--- src/rtl/jtag_shift_pkg.sv ---
package jtag_shift_pkg;
  typedef enum logic [1:0] {
    OP_TAP_RESET = 2'd0,
    OP_GOTO_IR   = 2'd1,
    OP_GOTO_DR   = 2'd2,
    OP_SHIFT     = 2'd3
  } jsm_op_e;

  typedef enum logic [1:0] {
    ST_IDLE = 2'd0,
    ST_NAV  = 2'd1,
    ST_DATA = 2'd2
  } jsm_state_e;

  localparam int PAT_W = 6;

  // TMS walk, bit 0 is sent first
  function automatic logic [PAT_W-1:0] nav_pattern(input jsm_op_e o);
    case (o)
      OP_TAP_RESET: return 6'b011111;
      OP_GOTO_IR:   return 6'b000011;
      default:      return 6'b000001;
    endcase
  endfunction

  function automatic logic [2:0] nav_steps(input jsm_op_e o);
    case (o)
      OP_TAP_RESET: return 3'd6;
      OP_GOTO_IR:   return 3'd4;
      default:      return 3'd3;
    endcase
  endfunction
endpackage

--- src/rtl/jsm_half_timer.sv ---
module jsm_half_timer #(
  parameter int HALF_DIV = 2
) (
  input  logic clk,
  input  logic rst,
  input  logic run,
  output logic half_end
);
  localparam int HD = (HALF_DIV < 1) ? 1 : HALF_DIV;
  localparam int CW = (HD > 1) ? $clog2(HD) : 1;

  logic [CW-1:0] cnt_q;

  assign half_end = (cnt_q == CW'(HD - 1));

  always_ff @(posedge clk) begin
    if (rst || !run)   cnt_q <= '0;
    else if (half_end) cnt_q <= '0;
    else               cnt_q <= cnt_q + CW'(1);
  end
endmodule

--- src/rtl/jsm_shift_path.sv ---
module jsm_shift_path #(
  parameter int W  = 32,
  parameter int LW = $clog2(W + 1)
) (
  input  logic          clk,
  input  logic          rst,
  input  logic          load,
  input  logic [W-1:0]  word_in,
  input  logic [LW-1:0] len_in,
  input  logic          msb_in,
  input  logic          step,
  input  logic          tdo,
  output logic          first_bit,
  output logic          nxt_bit,
  output logic [W-1:0]  word_q,
  output logic [W-1:0]  word_nxt
);
  logic [W-1:0]  sreg_q, mask_q, top_q;
  logic [LW-1:0] len_q;
  logic          msb_q;
  logic [W-1:0]  in_hi, reg_hi;

  function automatic logic [W-1:0] len_mask(input logic [LW-1:0] n);
    return {W{1'b1}} >> (W - int'(n));
  endfunction

  assign in_hi     = word_in >> (len_in - LW'(1));
  assign first_bit = msb_in ? in_hi[0] : word_in[0];
  assign reg_hi    = sreg_q >> (len_q - LW'(2));
  assign nxt_bit   = msb_q ? reg_hi[0] : sreg_q[1];
  assign word_nxt  = msb_q ? (((sreg_q << 1) | W'(tdo)) & mask_q)
                           : ((sreg_q >> 1) | (tdo ? top_q : '0));
  assign word_q    = sreg_q;

  always_ff @(posedge clk) begin
    if (rst) begin
      sreg_q <= '0;
      mask_q <= '0;
      top_q  <= '0;
      len_q  <= '0;
      msb_q  <= 1'b0;
    end else if (load) begin
      sreg_q <= word_in & len_mask(len_in);
      mask_q <= len_mask(len_in);
      top_q  <= W'(1) << (len_in - LW'(1));
      len_q  <= len_in;
      msb_q  <= msb_in;
    end else if (step) begin
      sreg_q <= word_nxt;
    end
  end
endmodule

--- src/rtl/jtag_shift_master.sv ---
module jtag_shift_master
  import jtag_shift_pkg::*;
#(
  parameter int W        = 32,
  parameter int HALF_DIV = 2,
  parameter int LW       = $clog2(W + 1)
) (
  input  logic          clk,
  input  logic          rst,
  input  logic          start,
  input  logic [1:0]    op,
  input  logic [LW-1:0] shift_len,
  input  logic          msb_first,
  input  logic          end_shift,
  input  logic          ret_idle,
  input  logic [W-1:0]  tx_word,
  input  logic          tdo,
  output logic          busy,
  output logic          done,
  output logic [W-1:0]  rx_word,
  output logic          tck,
  output logic          tms,
  output logic          tdi
);
  jsm_state_e       state_q;
  jsm_op_e          op_in;
  logic             tck_q, tms_q, tdi_q, done_q;
  logic [W-1:0]     rx_q;
  logic [PAT_W-1:0] pat_q;
  logic [2:0]       nav_left_q;
  logic [LW-1:0]    bits_left_q, len_eff;
  logic             end_q, ret_q, is_shift_q;
  logic             half_end, accept, dp_step;
  logic             dp_first, dp_nxt;
  logic [W-1:0]     dp_word, dp_word_nxt;

  assign op_in   = jsm_op_e'(op);
  assign len_eff = (shift_len == '0)         ? LW'(1) :
                   (int'(shift_len) > W)     ? LW'(W) : shift_len;
  assign accept  = start && (state_q == ST_IDLE);
  assign dp_step = (state_q == ST_DATA) && half_end && tck_q;

  jsm_half_timer #(.HALF_DIV(HALF_DIV)) u_timer (
    .clk      (clk),
    .rst      (rst),
    .run      (state_q != ST_IDLE),
    .half_end (half_end)
  );

  jsm_shift_path #(.W(W), .LW(LW)) u_path (
    .clk       (clk),
    .rst       (rst),
    .load      (accept && (op_in == OP_SHIFT)),
    .word_in   (tx_word),
    .len_in    (len_eff),
    .msb_in    (msb_first),
    .step      (dp_step),
    .tdo       (tdo),
    .first_bit (dp_first),
    .nxt_bit   (dp_nxt),
    .word_q    (dp_word),
    .word_nxt  (dp_word_nxt)
  );

  always_ff @(posedge clk) begin
    if (rst) begin
      state_q     <= ST_IDLE;
      tck_q       <= 1'b1;
      tms_q       <= 1'b1;
      tdi_q       <= 1'b1;
      done_q      <= 1'b0;
      rx_q        <= '0;
      pat_q       <= '0;
      nav_left_q  <= '0;
      bits_left_q <= '0;
      end_q       <= 1'b0;
      ret_q       <= 1'b0;
      is_shift_q  <= 1'b0;
    end else begin
      done_q <= 1'b0;
      case (state_q)
        ST_IDLE: begin
          if (start) begin
            tck_q      <= 1'b0;
            is_shift_q <= (op_in == OP_SHIFT);
            if (op_in == OP_SHIFT) begin
              state_q     <= ST_DATA;
              bits_left_q <= len_eff;
              end_q       <= end_shift;
              ret_q       <= ret_idle;
              tdi_q       <= dp_first;
              tms_q       <= end_shift && (len_eff == LW'(1));
            end else begin
              state_q    <= ST_NAV;
              pat_q      <= nav_pattern(op_in);
              nav_left_q <= nav_steps(op_in);
              tms_q      <= nav_pattern(op_in)[0];
            end
          end
        end
        ST_NAV: begin
          if (half_end) begin
            if (!tck_q) begin
              tck_q <= 1'b1;
            end else if (nav_left_q > 3'd1) begin
              tck_q      <= 1'b0;
              pat_q      <= pat_q >> 1;
              nav_left_q <= nav_left_q - 3'd1;
              tms_q      <= pat_q[1];
            end else begin
              state_q <= ST_IDLE;
              done_q  <= 1'b1;
              if (is_shift_q) rx_q <= dp_word;
            end
          end
        end
        ST_DATA: begin
          if (half_end) begin
            if (!tck_q) begin
              tck_q <= 1'b1;
            end else if (bits_left_q > LW'(1)) begin
              tck_q       <= 1'b0;
              bits_left_q <= bits_left_q - LW'(1);
              tdi_q       <= dp_nxt;
              tms_q       <= end_q && (bits_left_q == LW'(2));
            end else begin
              tdi_q <= 1'b1;
              if (end_q) begin
                state_q    <= ST_NAV;
                tck_q      <= 1'b0;
                tms_q      <= 1'b1;
                pat_q      <= PAT_W'(1);
                nav_left_q <= ret_q ? 3'd2 : 3'd1;
              end else begin
                state_q <= ST_IDLE;
                done_q  <= 1'b1;
                rx_q    <= dp_word_nxt;
              end
            end
          end
        end
        default: state_q <= ST_IDLE;
      endcase
    end
  end

  assign busy    = (state_q != ST_IDLE);
  assign done    = done_q;
  assign rx_word = rx_q;
  assign tck     = tck_q;
  assign tms     = tms_q;
  assign tdi     = tdi_q;
endmodule

--- config.mk ---
export PLATFORM = sky130hd
export DESIGN_NAME = jtag_shift_master
export DESIGN_NICKNAME = d
export VERILOG_FILES = /design/src/rtl/jtag_shift_pkg.sv /design/src/rtl/jsm_half_timer.sv /design/src/rtl/jsm_shift_path.sv /design/src/rtl/jtag_shift_master.sv
export SDC_FILE = /design/constraint.sdc
export NUM_CORES = 1
export LEC_CHECK = 0
export BUFFER_PORTS_ARGS = -buffer_cell sky130_fd_sc_hd__buf_2
export CAP_MARGIN = 20
export CORE_MARGIN = 3
export CORE_UTILIZATION = 55
export DETAILED_ROUTE_END_ITERATION = 6
export GPL_TIMING_DRIVEN = 0
export PLACE_DENSITY_LB_ADDON = 0.08
export RECOVER_POWER = 50
export SLEW_MARGIN = 20
export SYNTH_ARGS = -nofsm -noshare
export SYNTH_HDL_FRONTEND = slang
export SYNTH_SLANG_ARGS = --single-unit
--- constraint.sdc ---
create_clock -name clk -period 10.1 [get_ports clk]
set_input_delay 2.02 -clock clk [delete_from_list [all_inputs] [get_ports clk]]
set_output_delay 2.02 -clock clk [all_outputs]
set_load 0.01 [all_outputs]
* Word level (Yosys, flattened, before mapping)
Index checks and enable logic that the tools add are counted.
Word-level totals: bits in registers 160, input port bits 47, output and inout bits 37, logic and storage cells 168
Operators by class: add/sub/neg operators 6, magnitude comparators 3, eq/ne operators 21, shift-type cells 4, muxes and demuxes 86, bitwise operators 4, reduce and logical (&&, ||, !) cells 26
Operators with widths (count):
- $mux 32 | 12
- $mux 6 | 16
- $and 32x32->32 | 2
- $pmux 32 s2 | 1
- $shr 32x6->1 | 2
- $or 31x32->32 | 1
- $or 32x1->32 | 1
- $shl 1x6->32 const A | 1
- $shr 32x32->32 const A | 1
- $mux 1 | 29
- $mux 3 | 9
- $ne 2x2->1 const B | 10
- $mux 2 | 9
- $pmux 6 s3 | 1
- $pmux 6 s2 | 1
- $sub 6x1->6 const B | 2
- $pmux 5 s2 | 1
- $reduce_and 10->1 | 1
- $pmux 3 s3 | 1
- $reduce_and 9->1 | 1
- $ne 2x1->1 const B | 4
- $reduce_and 8->1 | 1
- $reduce_bool 2->1 | 4
- $reduce_and 7->1 | 1
- 28 further kinds | 38

* Longest topological paths before layout
Gate-level depths: netlist of run 1.
word-level depth 9, depth in mapped cells 13, gate-level depth less buffers 11

* By module
From an unflattened synthesis of run 1, not the netlist that was laid out.
Unflattened totals: cells, all modules 1041, area, all modules 8790.9 um^2
Modules (own cells, without submodules):
- jsm_shift_path | instances 1, cells an instance 698, area each 5731.7 um^2, seq. area each 2062.0 um^2
- jtag_shift_master | instances 1, cells an instance 341, area each 3026.7 um^2, seq. area each 1081.0 um^2
- jsm_half_timer | instances 1, cells an instance 2, area each 32.5 um^2, seq. area each 20.0 um^2

* Least setup slack after synthesis of run 1
No wires, ideal clock.
path kind input to register, start in shift_len[3], end reg u_path.sreg_q[27], in the netlist u_path.word_q[27], library setup time 86 ps, data arrival time 4662 ps, data required time 10014 ps, slack 5352 ps, stages on the path 13, path buffers 4, path through buf_2 -> nor4_1 -> o21ai_1 -> clkbuf_1 -> ha_1 -> clkbuf_1 -> nor2_1 -> nor2_1 -> nand2_1 -> clkbuf_1 -> nor4_2 -> o211ai_1 -> a211oi_1
On the way: word-level cells in the longest chain between the ends 7, elaborated cells between the ends (all ways) 8, classes of those cells add/sub (1); order compare (1); shift (1); mux (3); bitwise (1); reduce/logical (1)
Ends and longest elaborated chain:
- start: declaration | line jtag_shift_master.sv:12 | input logic [LW-1:0] shift_len,
- $gt 6x6->1 | line jtag_shift_master.sv:39 | (int'(shift_len) > W) ? LW'(W) : shift_len;
- $mux 6 | line jtag_shift_master.sv:39
- $mux 6 * | line jtag_shift_master.sv:38 | assign len_eff = (shift_len == '0) ? LW'(1) :
- $sub 6x6->7 * | line jsm_shift_path.sv:24 | return {W{1'b1}} >> (W - int'(n));
- $shr 32x32->32 * | line jsm_shift_path.sv:24
- $and 32x32->32 * | line jsm_shift_path.sv:43 | sreg_q <= word_in & len_mask(len_in);
- $mux 32 * | line jsm_shift_path.sv:42 | end else if (load) begin
- end signal: assignment | line jsm_shift_path.sv:43
- end signal: assignment | line jsm_shift_path.sv:49 | sreg_q <= word_nxt;
- end: declaration | line jsm_shift_path.sv:18 | logic [W-1:0] sreg_q, mask_q, top_q;
Every way passes the cells marked *; elsewhere a longest branch is shown, timed or not. A chain may end at the register's enable or synchronous reset.

* Final worst setup path of run 1
start in shift_len[3], end reg u_path.sreg_q[26], in the netlist u_path.word_q[26]
The elaborated chain is that of the path after synthesis.

==> results.txt, run 1 <==
----------------------------------------------------
[Yosys]
  Top cells by area in the synthesized netlist ... dfxtp_1, nor2_1, a211oi_1
  Post-synth top area share ... 38.51%
  Synth Flop Type ... dfxtp_1
  Synthesized Nets ... 1075
  Cell area after technology mapping ... 0.008214 sq mm
  Number of flops mapped to enable cells by yosys ... 0
  Register bit total from synthesis ... 158
  Async set-or-reset flop fraction in the synthesized netlist ... 0%
  Synth Instances ... 1014
  Cell taking the most area after synthesis ... dfxtp_1
  Warning count from the yosys run ... 0
  Average instance area after synthesis ... 8.101 sq um
  Register area share after synthesis ... 38.51%
  Distinct cell type count after synthesis ... 64

[Clocking]
  Quantity of hold-fixing buffers added after cts ... 0
  H-tree depth reported by CTS ... 4
  Number of buffers created by CTS ... 17
  Clock slew at the register clock pins of the worst setup and hold paths ... 0.06 ns
  Root buffer selected by CTS ... clkbuf_16
  Postcts setup bufs ... 0
  Number of gates given a new drive strength after cts ... 0
  TritonCTS clock tree ... yes
  Clk buf depth ... 2
  Clk sinks ... 158
  Later-pin clock latency in the skew report ... 0.45 ns

[Final layout]
  Most frequent standard cell in the layout excluding fill and tap cells ... nor2_1
  Inserted Diodes ... 0
  Share of layout cells above drive strength 1 ... 9.164%
  Filler Cells Inserted ... 1370
  Most frequent cells in the layout ... nor2_1, dfxtp_1, clkbuf_1
  Final net count ... 1172
  Layout-stage area growth over the synthesis result ... 14.49%
  Summed area of non-filler cells in the final layout ... 0.009404 sq mm

[STA]
  Final critical-path share of the clock period ... 73.96%
  Unrepaired setup endpoints after global routing ... false
  Total Negative Setup Slacks ... 0 ns
  Endpoints failing hold ... 0
  Max-slew violations ... 6
  Fmax ... 0.1339 GHz
  Final clock skew ... 0.01293 ns
  Total of endpoints with negative setup slack in the final report ... 0
  Tmin final ... 7.470 ns
  Worst slack on hold paths ... 0.4618 ns
  Slew headroom ... -3.544%
  Least-Margin Pin Slew ... 1.537 ns

[Place]
  Weighted congestion at the end of routability-driven global placement ... 1.047
  Placed instance area ... 0.008846 sq mm
  Number of port buffers ... 78
  Half-perimeter wire length of the detailed placement result ... 25.34 mm

[Global route]
  Global Route Usage Sum ... 41.67%
  Grt ovf ... 0
  First-pass GRT wire length ... 50.56 mm
  Vias in the first global route ... 8147
  Maximum number of pins on one net before global-route repair ... 17
  Initial antenna violation count ... 0

[Worst setup path]
  Top fanout value on the critical path ... 12
  Capturing element type of the critical path ... register
  Arr. time, crit path ... 7.83 ns
  Critical Path RT ... 10.46 ns
  RR Startpoint ... state_q[0]
  Kind of launch point of the worst setup path ... input pin
  Worst Setup SP ... shift_len[3]
  Worst Path Class, Setup ... input pin to register

[Pwr]
  Standby leakage power ... 3.133 nW
  Total power per unit cell area ... 232.8 mW/mm^2
  Worst IR drop on VDD ... 0.1489 mV

[Worst hold path]
  Min-delay worst type ... register to register
  Hold Path Origin ... is_shift_q

[Drt]
  Routed wire length ... 34.72 mm
  Vias ... 9059
  Top layer used by detailed routing ... met4
  Met1 routed wirelength after detailed routing ... 13.25 mm
  DR pass1 iterations ... 7
  Remaining DRCs ... 4
  Initial DRC Count ... 1393
  Metal2 WL ... 14.31 mm
  WL/cell ... 26.54 um
  Wire length on met3 ... 4.845 mm
  Detail Route Antenna Nets ... 0
  Vias per inst ... 6.926

[Floorplanning]
  Core Footprint ... 0.01459 sq mm
  Die height ... 128.2 um
  Die area ... 0.01644 sq mm
  Rows ... 44
  Width of the chip ... 128.2 um
  Boundary pin count ... 84
  Initial Utilization ... 56.30%

[Status]
  Status ... finished, violations left
  Violations in the final reports ... design-rule violations, max-capacitance violations, max-slew violations

[Flow run]
  Number of max-capacitance violations reported ... 1

----------------------------------------------------
-- per-layer routing --
metal	GRT usage, %	vias up
met5	0	-
met4	24.41	0
met3	15.54	176
met2	58.99	757
met1	54.04	4192
li1	-	3934
-- Yosys cell counts (2+ instances only) --
library cell and n:
a31oi_1 6, nor3_1 14, inv_1 22, nand2b_1 4, mux2i_1 39, or2_2 3
nor2b_1 6, nand3b_1 2, xnor2_1 4, a311oi_1 12, buf_2 5, o21bai_1 3
mux4_2 9, o211ai_1 7, dfxtp_1 158, ha_1 14, xor2_1 3, nor4_1 6
nand3_1 46, nand2_1 74, a41oi_1 2, nand4_1 10, a22oi_1 40, o21ai_0 63
a32oi_1 26, a221o_1 3, nor2_1 159, a221oi_1 4, buf_1 3, clkbuf_1 77
nor4_2 2, nand4bb_1 2, a2bb2oi_1 3, o21ai_1 5, a21oi_1 75, and2_1 7
nor3b_1 3, a211o_1 3, a211oi_1 61, and3_1 2, mux2_2 4
-- layout make-up --
| type | count | area [sq um] | share of cell area, % |
|---|---|---|---|
| buffer | 87 | 342.8 | 3.646 |
| clock buffer | 23 | 488.0 | 5.189 |
| clock inverter | 9 | 108.9 | 1.158 |
| inverter | 24 | 90.09 | 0.9580 |
| multi-input combinational | 745 | 4638 | 49.32 |
| sequential | 158 | 3163 | 33.63 |
| tap | 184 | 230.2 | 2.448 |
| timing repair buffer | 78 | 342.8 | 3.646 |
-- through the flow --
step                cells  power [mW]  utilization, %  setup WS, ns
floorplan            1014       1.271               -         5.352
global placement     1276       1.516           60.56         3.393
detailed placement   1276       1.527           60.63         3.472
CTS                  1308       2.174           64.73         3.877
global route         1308       2.271           64.46         2.554
finish               1308       2.189           64.46         2.631
-- power by group --
part | internal, mW | switching (mW) | total, mW
clock | 0.390 | 0.271 | 0.661
combinational | 0.239 | 0.468 | 0.707
sequential | 0.731 | 0.0904 | 0.822
total | 1.36 | 0.829 | 2.19
-- sequential cells by signal, summed over array words and instances (netlist names) --
| register | flops |
|---|---|
| nav_left_q | 3 |
| u_path.len_q | 6 |
| is_shift_q | 1 |
| u_timer.half_end | 1 |
| u_path.word_q | 32 |
| done | 1 |
| tms | 1 |
| ret_q | 1 |
| bits_left_q | 6 |
| pat_q | 4 |
| tck | 1 |
| u_path.top_q | 32 |
| tdi | 1 |
| state_q | 2 |
| rx_word | 32 |
| u_path.mask_q | 32 |
| u_path.msb_q | 1 |
| end_q | 1 |
-- cells by family after synthesis --
group | Yosys count | synth area share, %
fa+ha+maj | 14 | 2.133
simple gates | 347 | 19.01
xor+xnor | 8 | 1.082
flops | 158 | 38.51
buf+inv | 111 | 5.286
compound gates | 324 | 26.22
mux | 52 | 7.768
-- final timing paths --
kind	endpoint	slack (ns)	cells after the start
worst min-delay path	is_shift_q	0.46	2
worst min register to register	is_shift_q	0.46	2
worst max register to register	u_path.word_q[1]	6.63	8
worst max-delay path	u_path.word_q[26]	2.63	13
-- worst max-delay path: stages --
cell and delay [ns]:
clkbuf_1 0.38, nor4_1 0.13, o21ai_0 1.19, clkbuf_1 0.83, ha_1 0.32, clkbuf_1 0.54, nor2_1 0.17, nor2_1 0.76
nand2_1 0.15, clkbuf_1 0.35, nor4_2 0.58, a22oi_1 0.13, a211oi_1 0.26
(Power assumes the default switching activity.)
==> run 2, diff against run 1 <==
- clock period: 10.1 -> 7.7 ns (I/O delays scaled with it)
==> run 2 against run 1 <==
Effect of this change: core utilization barely moved; combinational power rose by 31%; largest cell class unchanged; wire length fell by 0.19%; count of clock-buffer cells in the layout did not move; via count fell by 0.33%; register-to-register slack got worse by 2.4 ns; clock power rose by 31%; the flow still finishes with violations (design-rule violations, max-capacitance violations, max-slew violations); non-clock buffer count did not move; die area did not move; final cell count did not move.
==> results.txt, run 2 (synthesis gave the netlist of run 1 again) <==
----------------------------------------------------
[Status]
  Status ... finished, violations left
  Violations in the final reports ... design-rule violations, max-capacitance violations, max-slew violations

[Clocking]
  Root buffer selected by CTS ... clkbuf_16
  Number of buffers created by CTS ... 17
  Later-pin clock latency in the skew report ... 0.45 ns
  Clk buf depth ... 2
  Clock slew at the register clock pins of the worst setup and hold paths ... 0.06 ns
  Quantity of hold-fixing buffers added after cts ... 0
  Postcts setup bufs ... 0
  Clk sinks ... 158
  H-tree depth reported by CTS ... 4
  Number of gates given a new drive strength after cts ... 0
  TritonCTS clock tree ... yes

[Place]
  Placed instance area ... 0.008846 sq mm
  Half-perimeter wire length of the detailed placement result ... 25.34 mm
  Placed Cells incl. Taps ... 1276
  Number of port buffers ... 78
  Weighted congestion at the end of routability-driven global placement ... 1.047

[Final layout]
  Final design utilization ... 64.47%
  Sequential standard cell area ... 0.003163 sq mm
  Non-filler instance count after layout ... 1308
  Most frequent standard cell in the layout excluding fill and tap cells ... nor2_1
  Inserted Diodes ... 0
  Most frequent cells in the layout ... nor2_1, dfxtp_1, clkbuf_1
  Final net count ... 1172
  Filler Cells Inserted ... 1369
  Layout-stage area growth over the synthesis result ... 14.50%
  Share of layout cells above drive strength 1 ... 9.253%
  Summed area of non-filler cells in the final layout ... 0.009405 sq mm
  Area taken by multi-input logic gates ... 0.004638 sq mm

[STA]
  Total Negative Setup Slacks ... 0 ns
  Slew headroom ... -4.032%
  Unrepaired setup endpoints after global routing ... false
  Final critical-path share of the clock period ... 87.05%
  Final clock skew ... 0.01105 ns
  Tmin final ... 6.703 ns
  Fmax ... 0.1492 GHz
  Max-slew violations ... 6
  Endpoints failing hold ... 0
  Total of endpoints with negative setup slack in the final report ... 0
  Least-Margin Pin Slew ... 1.544 ns

[Drt]
  Initial DRC Count ... 1397
  Vias per inst ... 6.903
  WL/cell ... 26.49 um
  Routed wire length ... 34.65 mm
  Detail Route Antenna Nets ... 0
  DR pass1 iterations ... 7
  Remaining DRCs ... 48
  Vias ... 9029

[Worst setup path]
  Kind of launch point of the worst setup path ... input pin
  Capturing element type of the critical path ... register
  Number of buffer and inverter stages on the critical path ... 4
  Slowest library cell on the worst path ... o21ai_0
  Arr. time, crit path ... 7.06 ns
  Most frequent CP cell ... clkbuf_1
  Reg-to-reg setup timing slack ... 4.27 ns
  Chain of cells forming the critical path ... buf_2, nor4_1, o21ai_0, clkbuf_1, ha_1, clkbuf_1, nor2_1, nor2_1, nand2_1, clkbuf_1, nor4_2, a22oi_1, a211oi_1
  Slowest Stage Delay on Critical Path ... 1.18 ns
  Kind of cell with the highest combined delay on the critical path ... buffers and inverters
  Top fanout value on the critical path ... 12
  R2R cell count ... 8
  RR Startpoint ... state_q[0]
  Critical Path RT ... 8.06 ns
  End of the worst register-to-register path ... u_path.word_q[1]
  Worst Path Class, Setup ... input pin to register

[Global route]
  Global Route Usage Sum ... 41.67%
  First-pass GRT wire length ... 50.56 mm
  Initial antenna violation count ... 0
  Maximum number of pins on one net before global-route repair ... 17
  Vias in the first global route ... 8147
  Grt ovf ... 0

[Worst hold path]
  Hold Path Origin ... u_path.mask_q[19]
  Hold-critical path endpoint ... u_path.mask_q[19]
  Min-delay worst type ... register to register
  Number of cells on the worst hold path ... 2

[Floorplanning]
  Rows ... 44
  Die height ... 128.2 um
  Die area ... 0.01644 sq mm
  Core Footprint ... 0.01459 sq mm
  Initial Utilization ... 56.30%
  Width of the chip ... 128.2 um
  Boundary pin count ... 84

[Pwr]
  Standby leakage power ... 3.136 nW
  Overall power ... 2.870 mW
  Worst IR drop on VDD ... 0.1959 mV
  Total power per unit cell area ... 305.1 mW/mm^2

[Flow run]
  Number of max-capacitance violations reported ... 1

----------------------------------------------------
## run 2: changes by cell type in the layout (fill, tap and decap cells not counted), sizes merged
| cell | delta |
|---|---|
| clkbuf | -1 |
| buf | +1 |
## run 2: how the worst max path moves through the flow
stage	from	end	slack [ns]	depth (start not counted)
final	shift_len[3]	u_path.word_q[26]	1.0	13
after global routing	shift_len[3]	u_path.word_q[26]	0.88	13
after CTS	shift_len[3]	u_path.word_q[27]	1.96	13
after detailed placement	shift_len[3]	u_path.word_q[27]	1.55	13
after global placement	shift_len[3]	u_path.word_q[27]	1.47	13
after floorplan	shift_len[3]	u_path.word_q[27]	3.43	13
## run 2: power breakdown
| group | total, mW | leakage, nW | switching (mW) | internal [mW] |
|---|---|---|---|---|
| combinational | 0.926 | 1.56 | 0.612 | 0.313 |
| clock | 0.867 | 0.293 | 0.356 | 0.511 |
| sequential | 1.08 | 1.29 | 0.118 | 0.959 |
| total | 2.87 | 3.14 | 1.09 | 1.78 |
## run 2: area by class of cell
cell class                      instances  area share (%)
Multi-Input combinational cell        745           49.31
Sequential cell                       158           33.63
Clock buffer                           23           5.188
Buffer                                 87           3.658
Timing Repair Buffer                   78           3.645
Tap cell                              184           2.448
Clock inverter                          9           1.157
Inverter                               24          0.9578
## run 2: metal layers
metal,GRT usage (%),up-vias,wire (um)
met5,0,-,0
met4,24.41,0,2274
met3,15.54,162,4925
met2,58.99,756,14430
met1,54.04,4182,13020
li1,-,3929,-
## run 2: tightest hold or removal path, stage by stage, from the launching register on
cell     delay (ns)
dfxtp_1        0.31
nand2_1        0.05
a21oi_1        0.05
## run 2: metrics by stage
stage | hold WS (ns) | setup slack (ns)
6_report | 0.4601 | 0.9974
5_1_grt | 0.4763 | 0.8843
3_3_place_gp | 0.4443 | 1.473
2_1_floorplan | 0.4363 | 3.432
3_5_place_dp | 0.4507 | 1.552
4_1_cts | 0.4589 | 1.957
